### src/rtl/fst_pkg.sv
package fst_pkg;

  typedef enum logic [1:0] {
    RANGE_OFF  = 2'd0,
    RANGE_LOW  = 2'd1,
    RANGE_MID  = 2'd2,
    RANGE_HIGH = 2'd3
  } range_e;

  // Number of word-boundary slots that lead every frame.
  localparam int BOUND_SLOTS = 2;

  // Reference cycles per slot for a given range; the highest range runs
  // at half rate, so its base length is doubled.
  function automatic int slot_cycles(input range_e r, input int m1,
                                     input int m2, input int m3);
    case (r)
      RANGE_LOW:  return m1;
      RANGE_MID:  return m2;
      RANGE_HIGH: return 2 * m3;
      default:    return 0;
    endcase
  endfunction

  // Serial clock is high in the second half of a data slot.
  function automatic logic clk_high_phase(input int cyc, input int len);
    return cyc >= (len / 2);
  endfunction

  function automatic int max3(input int a, input int b, input int c);
    int m;
    m = (a > b) ? a : b;
    return (m > c) ? m : c;
  endfunction

endpackage

### src/rtl/fst_capture.sv
module fst_capture #(
  parameter int DATA_W = 22
) (
  input  logic              clk,
  input  logic              rst_n,
  input  logic              strobe,
  input  logic [DATA_W-1:0] din,
  output logic              strobe_rise,
  output logic [DATA_W-1:0] held
);

  logic strobe_q;

  assign strobe_rise = strobe & ~strobe_q;

  always_ff @(posedge clk) begin
    if (!rst_n) begin
      strobe_q <= 1'b0;
      held     <= '0;
    end else begin
      strobe_q <= strobe;
      if (strobe_rise) held <= din;
    end
  end

endmodule

### src/rtl/fst_slot_timer.sv
module fst_slot_timer #(
  parameter int CYC_W = 4
) (
  input  logic             clk,
  input  logic             rst_n,
  input  logic             load,
  input  logic [CYC_W-1:0] len_in,
  input  logic             run,
  output logic [CYC_W-1:0] cyc,
  output logic [CYC_W-1:0] len,
  output logic             slot_end
);

  assign slot_end = run && (cyc == (len - CYC_W'(1)));

  always_ff @(posedge clk) begin
    if (!rst_n) begin
      cyc <= '0;
      len <= '0;
    end else if (load) begin
      cyc <= '0;
      len <= len_in;
    end else if (run) begin
      cyc <= slot_end ? '0 : cyc + CYC_W'(1);
    end
  end

endmodule

### src/rtl/fst_framer.sv
module fst_framer
  import fst_pkg::*;
#(
  parameter int DATA_W      = 22,
  parameter int PAD_W       = 2,
  parameter int FRAME_SLOTS = 26,
  parameter int SLOT_W      = 5,
  parameter int CYC_W       = 4
) (
  input  logic              clk,
  input  logic              rst_n,
  input  logic              go_ok,
  input  logic              slot_end,
  input  logic [DATA_W-1:0] held,
  input  logic [CYC_W-1:0]  cyc,
  input  logic [CYC_W-1:0]  len,
  output logic              start,
  output logic              frame_done,
  output logic              running,
  output logic [SLOT_W-1:0] slot,
  output logic              ser_data,
  output logic              ser_clk
);

  localparam int PAY_W = DATA_W + PAD_W;

  logic [PAY_W-1:0]       payload;
  logic [FRAME_SLOTS-1:0] frame_vec;
  logic                   last_slot;
  logic                   in_data;

  assign last_slot  = (slot == SLOT_W'(FRAME_SLOTS - 1));
  assign frame_done = running && slot_end && last_slot;
  assign start      = go_ok && (!running || frame_done);

  always_ff @(posedge clk) begin
    if (!rst_n) begin
      running <= 1'b0;
      slot    <= '0;
      payload <= '0;
    end else if (start) begin
      running <= 1'b1;
      slot    <= '0;
      payload <= {{PAD_W{1'b0}}, held};
    end else if (running && slot_end) begin
      if (last_slot) begin
        running <= 1'b0;
        slot    <= '0;
      end else begin
        slot <= slot + SLOT_W'(1);
      end
    end
  end

  // Slot 0 carries 1, slot 1 carries 0, then the payload lowest bit first.
  assign frame_vec = {payload, 1'b0, 1'b1};
  assign in_data   = (slot >= SLOT_W'(BOUND_SLOTS));
  assign ser_data  = running & frame_vec[slot];
  assign ser_clk   = running && in_data && clk_high_phase(int'(cyc), int'(len));

endmodule

### src/rtl/frame_ser_tx.sv
module frame_ser_tx
  import fst_pkg::*;
#(
  parameter int DATA_W  = 22,
  parameter int PAD_W   = 2,
  parameter int SLOT_M1 = 8,
  parameter int SLOT_M2 = 4,
  parameter int SLOT_M3 = 2
) (
  input  logic              clk,
  input  logic              rst_n,
  input  logic              enable,
  input  logic [1:0]        range_sel,
  input  logic              strobe,
  input  logic [DATA_W-1:0] din,
  output logic              ser_data,
  output logic              ser_clk
);

  localparam int PAY_W       = DATA_W + PAD_W;
  localparam int FRAME_SLOTS = PAY_W + BOUND_SLOTS;
  localparam int SLOT_W      = $clog2(FRAME_SLOTS);
  localparam int MAX_LEN     = max3(SLOT_M1, SLOT_M2, 2 * SLOT_M3);
  localparam int CYC_W       = $clog2(MAX_LEN + 1);

  logic              go_ok;
  logic              strobe_rise;
  logic [DATA_W-1:0] held;
  logic [CYC_W-1:0]  len_sel;
  logic [CYC_W-1:0]  cyc;
  logic [CYC_W-1:0]  len_q;
  logic              slot_end;
  logic              start;
  logic              frame_done;
  logic              running;
  logic [SLOT_W-1:0] slot;

  assign go_ok   = enable && (range_e'(range_sel) != RANGE_OFF);
  assign len_sel = CYC_W'(slot_cycles(range_e'(range_sel), SLOT_M1, SLOT_M2, SLOT_M3));

  fst_capture #(.DATA_W(DATA_W)) u_cap (
    .clk         (clk),
    .rst_n       (rst_n),
    .strobe      (strobe),
    .din         (din),
    .strobe_rise (strobe_rise),
    .held        (held)
  );

  fst_slot_timer #(.CYC_W(CYC_W)) u_tmr (
    .clk      (clk),
    .rst_n    (rst_n),
    .load     (start),
    .len_in   (len_sel),
    .run      (running),
    .cyc      (cyc),
    .len      (len_q),
    .slot_end (slot_end)
  );

  fst_framer #(
    .DATA_W      (DATA_W),
    .PAD_W       (PAD_W),
    .FRAME_SLOTS (FRAME_SLOTS),
    .SLOT_W      (SLOT_W),
    .CYC_W       (CYC_W)
  ) u_frm (
    .clk        (clk),
    .rst_n      (rst_n),
    .go_ok      (go_ok),
    .slot_end   (slot_end),
    .held       (held),
    .cyc        (cyc),
    .len        (len_q),
    .start      (start),
    .frame_done (frame_done),
    .running    (running),
    .slot       (slot),
    .ser_data   (ser_data),
    .ser_clk    (ser_clk)
  );

endmodule

### config.mk
export PLATFORM = sky130hd
export DESIGN_NAME = frame_ser_tx
export DESIGN_NICKNAME = d
export VERILOG_FILES = /design/src/rtl/fst_pkg.sv /design/src/rtl/fst_capture.sv /design/src/rtl/fst_slot_timer.sv /design/src/rtl/fst_framer.sv /design/src/rtl/frame_ser_tx.sv
export SDC_FILE = /design/constraint.sdc
export NUM_CORES = 1
export LEC_CHECK = 0
export BUFFER_PORTS_ARGS = -buffer_cell sky130_fd_sc_hd__buf_2
export CAP_MARGIN = 20
export CELL_PAD_IN_SITES_DETAIL_PLACEMENT = 1
export CELL_PAD_IN_SITES_GLOBAL_PLACEMENT = 1
export CORE_ASPECT_RATIO = 1.75
export CORE_MARGIN = 1
export CORE_UTILIZATION = 48
export DETAILED_ROUTE_END_ITERATION = 12
export PLACE_DENSITY = 0.94
export RECOVER_POWER = 25
export SKIP_CTS_REPAIR_TIMING = 1
export SYNTH_ARGS = -nofsm -noshare
export SYNTH_HDL_FRONTEND = slang
export SYNTH_HIERARCHICAL = 1
export SYNTH_SLANG_ARGS = --single-unit
### constraint.sdc
create_clock -name clk -period 6.2 [get_ports clk]
set_input_delay 1.24 -clock clk [delete_from_list [all_inputs] [get_ports clk]]
set_output_delay 1.24 -clock clk [all_outputs]
set_load 0.01 [all_outputs]
==> summary.md, run 1 <==
| Metric | Value |
|---|---|
| Outcome | `complete, but fails checks` |
| Failing checks | `max-capacitance violations, max-slew violations` |
| Die Width | `between 60 and 70 um` |
| Num rows | `37` |
| Global route overflow | `0` |
| Final wirelength | `6590 um` |
| IO Pins | `30` |
| CP Cell Sequence | `clkbuf_1 -> clkinv_1 -> nor3_1` |
| I/O Buffers | `29` |
| Fraction of layout cells with a size suffix above 1 | `16.8%` |
| Nets | `around 370` |
| Worst hold path stage count | `2` |
| Die area | `0.00639 mm2` |
| Leakage | `1.29 nW` |
| Vias in the first global route | `2,436` |
| DR iter-0 viols | `66` |
| Worst VDD drop | `0.167 mV` |
| Met1 wire length | `between 2000 and 2500 um` |
| Critical path buffers and inverters | `2` |
| Routed wire per std cell | `between 15 and 20 um` |
| Final setup vio count | `0` |
| Actual slew at the worst max-slew pin | `~2 ns` |
| Final core utilization | `54.8%` |
| Clk_lat worst skew | `0.34 ns` |
| Pin count of the biggest net entering global routing | `54` |
| Net switching power | `0.000212 W` |
| Clk buf depth | `2` |
| ANT cells | `0` |
| Initial Util | `49.5%` |
| DRC | `0` |
| Net Sw Frac | `22.6%` |
| Met2 WL | `3770 um` |
| Period utilization | `66.7%` |
| Type of origin of the critical path | `primary input` |
| Highest routed layer | `met4` |
| CP Class | `primary input to flip-flop` |
| CTS Root Cell | `clkbuf_8` |
| Number of detailed-route iterations in the first pass | `4` |
| Min Clock Period, post-route | `4.13 ns` |
| GRT Util Overall | `23.9%` |
| Syn Area/Cell | `9.14 um2` |
| CTS tree | `yes` |
| Power density over the cells | `291 mW/mm2` |
| Clock sinks | `59` |
| Yosys warns | `6` |
| Critical Path Max Stage Delay | `between 1 and 1.5 ns` |
| Post-Syn Area | `between 0.002 and 0.003 mm2` |
| Hpwl dp | `about 4500 um` |
| Reg2Reg Depth | `9` |
| Max-cap violations | `1` |
| Worst Skew | `around 0.0053 ns` |
| Global-route wire length before repair | `11,200 um` |
| Clock transition at path regs | `about 0.070 ns` |
| FF-to-FF Start | `u_tmr/len[0]` |
| Die Y | `around 100 um` |
| WP data arrival | `4.38 ns` |
| Final setup TNS | `0 ns` |
| Flop2flop setup slack | `3.21 ns` |
| Gate power share | `8.2%` |
| Rel. slew slack | `-35.1%` |
| Worst Hold End | `u_cap/held[9]` |
| RR Endpoint | `u_frm/payload[12]` |
| Crit-path leading delay family | `buffers and inverters` |
| Initial antenna violation count | `0` |
| RSZ-0062 raised after global routing | `no` |
| Int Pwr | `0.000726 W` |
| Final hold viol count | `0` |
| Cells after synthesis | `between 300 and 400` |
| Fmax achieved | `0.242 GHz` |
| Drt via density | `5.43` |
| H-tree Lvls | `3` |
| Clock power frac | `48.3%` |
| Critical-path maximum fanout | `53` |
| Area Overhead vs Synth | `10.8%` |
| Vias | `about 2,300` |
| Worst min path class | `flip-flop to flip-flop` |
| Max-slew violation total from the final report | `between 50 and 60` |
| Worst Path Required | `6.45 ns` |
| Part of the power in registers | `a little over two fifths` |
| Worst Min Path Start | `u_cap/held[9]` |
| DR WL met3 | `153 um` |
| Crit end category | `flip-flop` |
| TritonCTS Buffers | `9` |
| Post-route antenna net violation count | `0` |
| Total core area | `around 0.006 mm2` |
| RePlAce Congestion | `between 0.7 and 0.8` |
| Crit path max-delay cell type | `clkbuf_1` |
==> flip-flops by register name (all words and copies together), names as in the netlist <==
signal,cells
u_tmr/cyc,4
u_frm/slot,5
u_tmr/len,4
u_cap/strobe_q,1
u_cap/held,22
u_frm/running,1
u_frm/payload,22
==> worst register-to-register path, stage by stage (launching register included) <==
cell     delay, ns
dfxtp_1       0.41
inv_1         0.07
ha_1          0.31
xor2_1        0.16
nand4_1       0.12
nor2_2        0.32
nand2_1       0.24
o21ai_2       0.86
nand3_1       0.22
a21oi_1       0.17
==> how the worst max path moves through the flow <==
stage | startpoint | to | slack, ns | cells past startpoint
finish | rst_n | u_frm/slot[1] | 2.07 | 3
global route | rst_n | u_frm/slot[1] | 1.65 | 3
CTS | u_frm/slot[0] | ser_data | 2.67 | 5
detailed placement | range_sel[1] | u_tmr/cyc[2] | 2.95 | 7
global placement | range_sel[1] | u_tmr/cyc[1] | 3.02 | 7
floorplan | u_frm/slot[0] | ser_data | 3.59 | 4
==> final cells by class <==
type,instances,area [um2]
multi-input cells,225,1490
clock inverters,4,95.1
well taps,78,97.6
fillers,715,2660
repair buffers,30,151
flip-flops and latches,59,1180
inverters,10,37.5
clock buffers,12,165
==> through the flow <==
| step | std cells | instance area (um2) | hold slack, ns | power, W | setup WS (ns) |
|---|---|---|---|---|---|
| finish | 418 | 3220 | 0.466 | 0.000938 | 2.07 |
| global route | 418 | 3220 | 0.481 | 0.000974 | 1.65 |
| CTS | 418 | 3220 | 0.467 | 0.000946 | 2.67 |
| global placement | 402 | 2960 | 0.444 | 0.000487 | 3.02 |
| floorplan | 319 | 2910 | 0.435 | 0.000477 | 3.59 |
| detailed placement | 402 | 2960 | 0.454 | 0.000492 | 2.95 |
==> metal layers <==
layer	GRT usage, %	vias to the layer above
met4	12.7	0
met2	43.0	35
met3	5.82	14
li1	-	1127
met5	0	-
met1	23.7	1094
==> cells in the final DEF (no fill, tap or decap), drive strengths merged <==
| cell | instances |
|---|---|
| o2111ai | 1 |
| dfxtp | 59 |
| o211ai | 1 |
| o21a | 1 |
| nand2 | 53 |
| o221ai | 1 |
| a21oi | 26 |
| a22oi | 1 |
| a311oi | 1 |
| o31ai | 1 |
| a21boi | 2 |
| nand3 | 22 |
| ha | 8 |
| nand4b | 1 |
| buf | 29 |
| nand3b | 1 |
| nor2b | 7 |
| nand4 | 4 |
| bufinv | 3 |
| xnor3 | 1 |
| o21ai | 26 |
| and2 | 2 |
| clkinv | 2 |
| clkbuf | 13 |
| conb | 2 |
| nor3 | 7 |
| inv | 9 |
| mux4 | 4 |
| nand2b | 2 |
| a211oi | 1 |
| mux2i | 29 |
| and4b | 1 |
| nor2 | 9 |
| xor2 | 7 |
| o311ai | 1 |
| xnor2 | 2 |
==> power by group through the flow <==
stage	clock network, W	logic [W]	registers, W
6_report	0.000453	0.0000767	0.000408
2_1_floorplan	0	0.0000664	0.000411
4_1_cts	0.000461	0.0000769	0.000408
3_5_place_dp	0	0.0000759	0.000416
5_1_grt	0.000479	0.0000860	0.000410
3_3_place_gp	0	0.0000716	0.000415
No activity file was read; power rests on OpenSTA's default activity.
==> inputs of run 2 (changes only) <==
Settings changed: ABC_AREA from default to 1, CORE_UTILIZATION 48 to 42, PLACE_DENSITY 0.94 to 0.89.
Clock period 6.2 ns to 4.2 ns, I/O delays scaled along.
==> run 2 against run 1 <==
  * The flow still finishes with violations (max-capacitance violations, max-slew violations)
  * Synthesized cell count grew 36%
  * Sequential power is 53% higher
  * Combinational power is 120% higher
  * Clock power grew 48%
  * Routed wire length up 8.6%
  * Sequential share of layout area down 1.7 points
  * Setup slack got worse by 0.82 ns
  * Count of clock-buffer cells in the layout stayed put
  * Area after synthesis rose by 2.5%
  * Non-clock buffer count decreased by 1
  * Hold slack worse by 0.0035 ns
  * Global-route usage is 2.2 points lower
  * Critical endpoint is now ser_data
  * Largest power group unchanged
  * Highest routed layer unchanged
==> summary.md, run 2 <==
| Metric | Value |
|---|---|
| Worst Skew | `0.00383 ns` |
| Yosys reg bits | `59` |
| IO Pins | `30` |
| I/O Buffers | `29` |
| Asr flop ratio synth | `0%` |
| Clk_lat worst skew | `approximately 0.32 ns` |
| Gate power share | `roughly an eighth` |
| RR Endpoint | `u_tmr/len[0]` |
| Actual slew at the worst max-slew pin | `2.04 ns` |
| Total power | `0.00147 W` |
| Die Y | `113 um` |
| Primary FF master, synth | `dfxtp_1` |
| Net switching power | `0.000376 W` |
| Min Clock Period, post-route | `2.95 ns` |
| Power density over the cells | `434 mW/mm2` |
| Leakage | `1.64 nW` |
| Period utilization | `~70%` |
| Top cells by area in the synthesized netlist | `dfxtp_1, nor2_1, nand2_1` |
| DR iter-0 viols | `48` |
| Global-route wire length before repair | `12,400 um` |
| Synth top area share | `39.6%` |
| Clock sinks | `59` |
| CTS Root Cell | `clkbuf_16` |
| Net Sw Frac | `25.6%` |
| Commonest cells in the netlist | `nor2_1, nand2_1, inv_1, dfxtp_1, nand3_1` |
| Yosys top cell by area | `dfxtp_1` |
| Initial Util | `between 40% and 50%` |
| Max-slew violation total from the final report | `53` |
| Die area | `around 0.0075 mm2` |
| FF-to-FF Start | `u_tmr/len[0]` |
| Max-cap violations | `1` |
| Pin count of the biggest net entering global routing | `between 50 and 60` |
| Post-synth cell types | `34` |
| Clock power frac | `approximately 46%` |
| Part of the power in registers | `42.6%` |
| Worst VDD drop | `0.283 mV` |
| TritonCTS Buffers | `9` |
| Sequential area share after synthesis | `39.6%` |
| Final setup TNS | `0 ns` |
| Worst min path class | `flip-flop to flip-flop` |
| Placed cell count | `528` |
| Cells after synthesis | `around 430` |
| Num rows | `40` |
| Nets | `491` |
| Vias | `2,695` |
| Number of detailed-route iterations in the first pass | `4` |
| ANT cells | `0` |
| Post-synth EDFFs | `0` |
| Hpwl dp | `approximately 5100 um` |
| Clk buf depth | `2` |
| Clock transition at path regs | `0.05 ns` |
| Global route overflow | `0` |
| RePlAce Congestion | `0.812` |
| Worst Path Required | `3.36 ns` |
| Failing checks | `max-capacitance violations, max-slew violations` |
| Crit end category | `primary output` |
| Final hold viol count | `0` |
| Syn Area/Cell | `6.89 um2` |
| Die Width | `between 60 and 70 um` |
| Reg2Reg Depth | `16` |
| Type of origin of the critical path | `flip-flop` |
| CTS tree | `yes` |
| GRT Util Overall | `21.8%` |
| Critical-path maximum fanout | `14` |
| Total core area | `0.00686 mm2` |
| Final Non-Filler Cells | `544` |
| Worst setup endpoint | `ser_data` |
| Post-Syn Area | `0.00298 mm2` |
| CP Class | `flip-flop to primary output` |
| Fraction of layout cells with a size suffix above 1 | `15.0%` |
| WP data arrival | `2.11 ns` |
| Crit. Startpoint | `u_frm/slot[0]` |
| Initial antenna violation count | `0` |
| Commonest non-fill, non-tap cell in the layout | `nor2_1` |
| Final wirelength | `7160 um` |
| Post-route antenna net violation count | `0` |
| Biggest regs | `u_cap/held (22), u_frm/payload (22), u_frm/slot (5)` |
| Final setup vio count | `0` |
| Fmax achieved | `0.339 GHz` |
| Hold Worst Slack | `0.462 ns` |
| DRC | `0` |
| Rel. slew slack | `-36.0%` |
| Count leader, synth | `nor2_1` |
| Routed wire per std cell | `13.2 um` |
| Commonest cells after routing, fill and taps aside | `nor2_1, nand2_1, inv_1` |
| Drt via density | `approximately 5.0` |
| Outcome | `complete, but fails checks` |
| Yosys warns | `6` |
| Vias in the first global route | `2,732` |
| Flop2flop setup slack | `about 1.6 ns` |
| RSZ-0062 raised after global routing | `no` |
| H-tree Lvls | `3` |
| Area Overhead vs Synth | `13.4%` |
| Int Pwr | `roughly 0.0011 W` |
[run 2: changes by cell type in the layout (fill, tap and decap cells not counted), moves of 10 or more]
| cell | change |
|---|---|
| a21oi_1 | -16 |
| o21ai_1 | +10 |
| clkbuf_8 | -10 |
| nor2_1 | +82 |
| mux2i_1 | -29 |
| nand3_1 | +13 |
| inv_1 | +52 |
| nand2_1 | +27 |
[run 2: kinds of logic (layout without fill, tap and decap cells)]
family	after synthesis	count (layout)	synth area share, %
flip-flops	59	59	39.6
adder cells (fa/ha/maj)	8	8	3.36
buffers and inverters	87	113	13.2
AO/OA/AOI/OAI	54	54	10.8
AND/OR/NAND/NOR	219	219	31.4
other	1	2	0.126
XOR/XNOR	5	5	1.47
[run 2: critical path, cell delays in order, from the launching register on]
cell and delay (ns):
dfxtp_1 0.61, inv_1 0.34, nand2_1 0.16, nand3_1 0.08, nand2_1 0.08, nand2_1 0.06, nand2_1 0.06, inv_1 0.04
nand2_1 0.05, nand2_1 0.04, a21oi_1 0.12, buf_2 0.14
[run 2: cell type report]
type / count / area, um2
Clock inverter: 4 / 25.0
Multi-Input combinational cell: 288 / 1410
Timing Repair Buffer: 29 / 144
Inverter: 68 / 260
Fill cell: 911 / 3470
Tap cell: 84 / 105
Clock buffer: 12 / 256
Sequential cell: 59 / 1180
[run 2: power by group through the flow]
stage	Combinational [W]	Clock [W]	Sequential, W
floorplan	0.000135	0	0.000628
global placement	0.000157	0	0.000633
detailed placement	0.000168	0	0.000636
CTS	0.000172	0.000684	0.000625
global route	0.000198	0.000716	0.000629
finish	0.000171	0.000672	0.000625
[run 2: through the flow]
| step | utilization (%) | area (um2) | setup slack, ns |
|---|---|---|---|
| global placement | 45.2 | 3100 | 1.59 |
| finish | 49.3 | 3380 | 1.25 |
| global route | 49.3 | 3380 | 0.964 |
| CTS | 49.3 | 3380 | 1.21 |
| floorplan | - | 2990 | 2.12 |
| detailed placement | 45.2 | 3100 | 1.59 |
[run 2: worst min-delay path by stage]
stage | startpoint | endpoint | cells past startpoint
6_report | u_frm/payload[11] | u_frm/payload[11] | 2
5_1_grt | u_frm/payload[11] | u_frm/payload[11] | 2
3_3_place_gp | u_frm/payload[6] | u_frm/payload[6] | 2
2_1_floorplan | u_frm/payload[6] | u_frm/payload[6] | 2
3_5_place_dp | u_frm/payload[9] | u_frm/payload[9] | 2
4_1_cts | u_frm/payload[11] | u_frm/payload[11] | 2
[run 2: per-layer routing]
metal	track usage, %	share of wire [%]	vias to the layer above
li1	-	-	1377
met1	21.7	38	1267
met2	41.2	57	36
met3	3.70	1.6	15
met4	11.2	2.7	0
met5	0	0	-
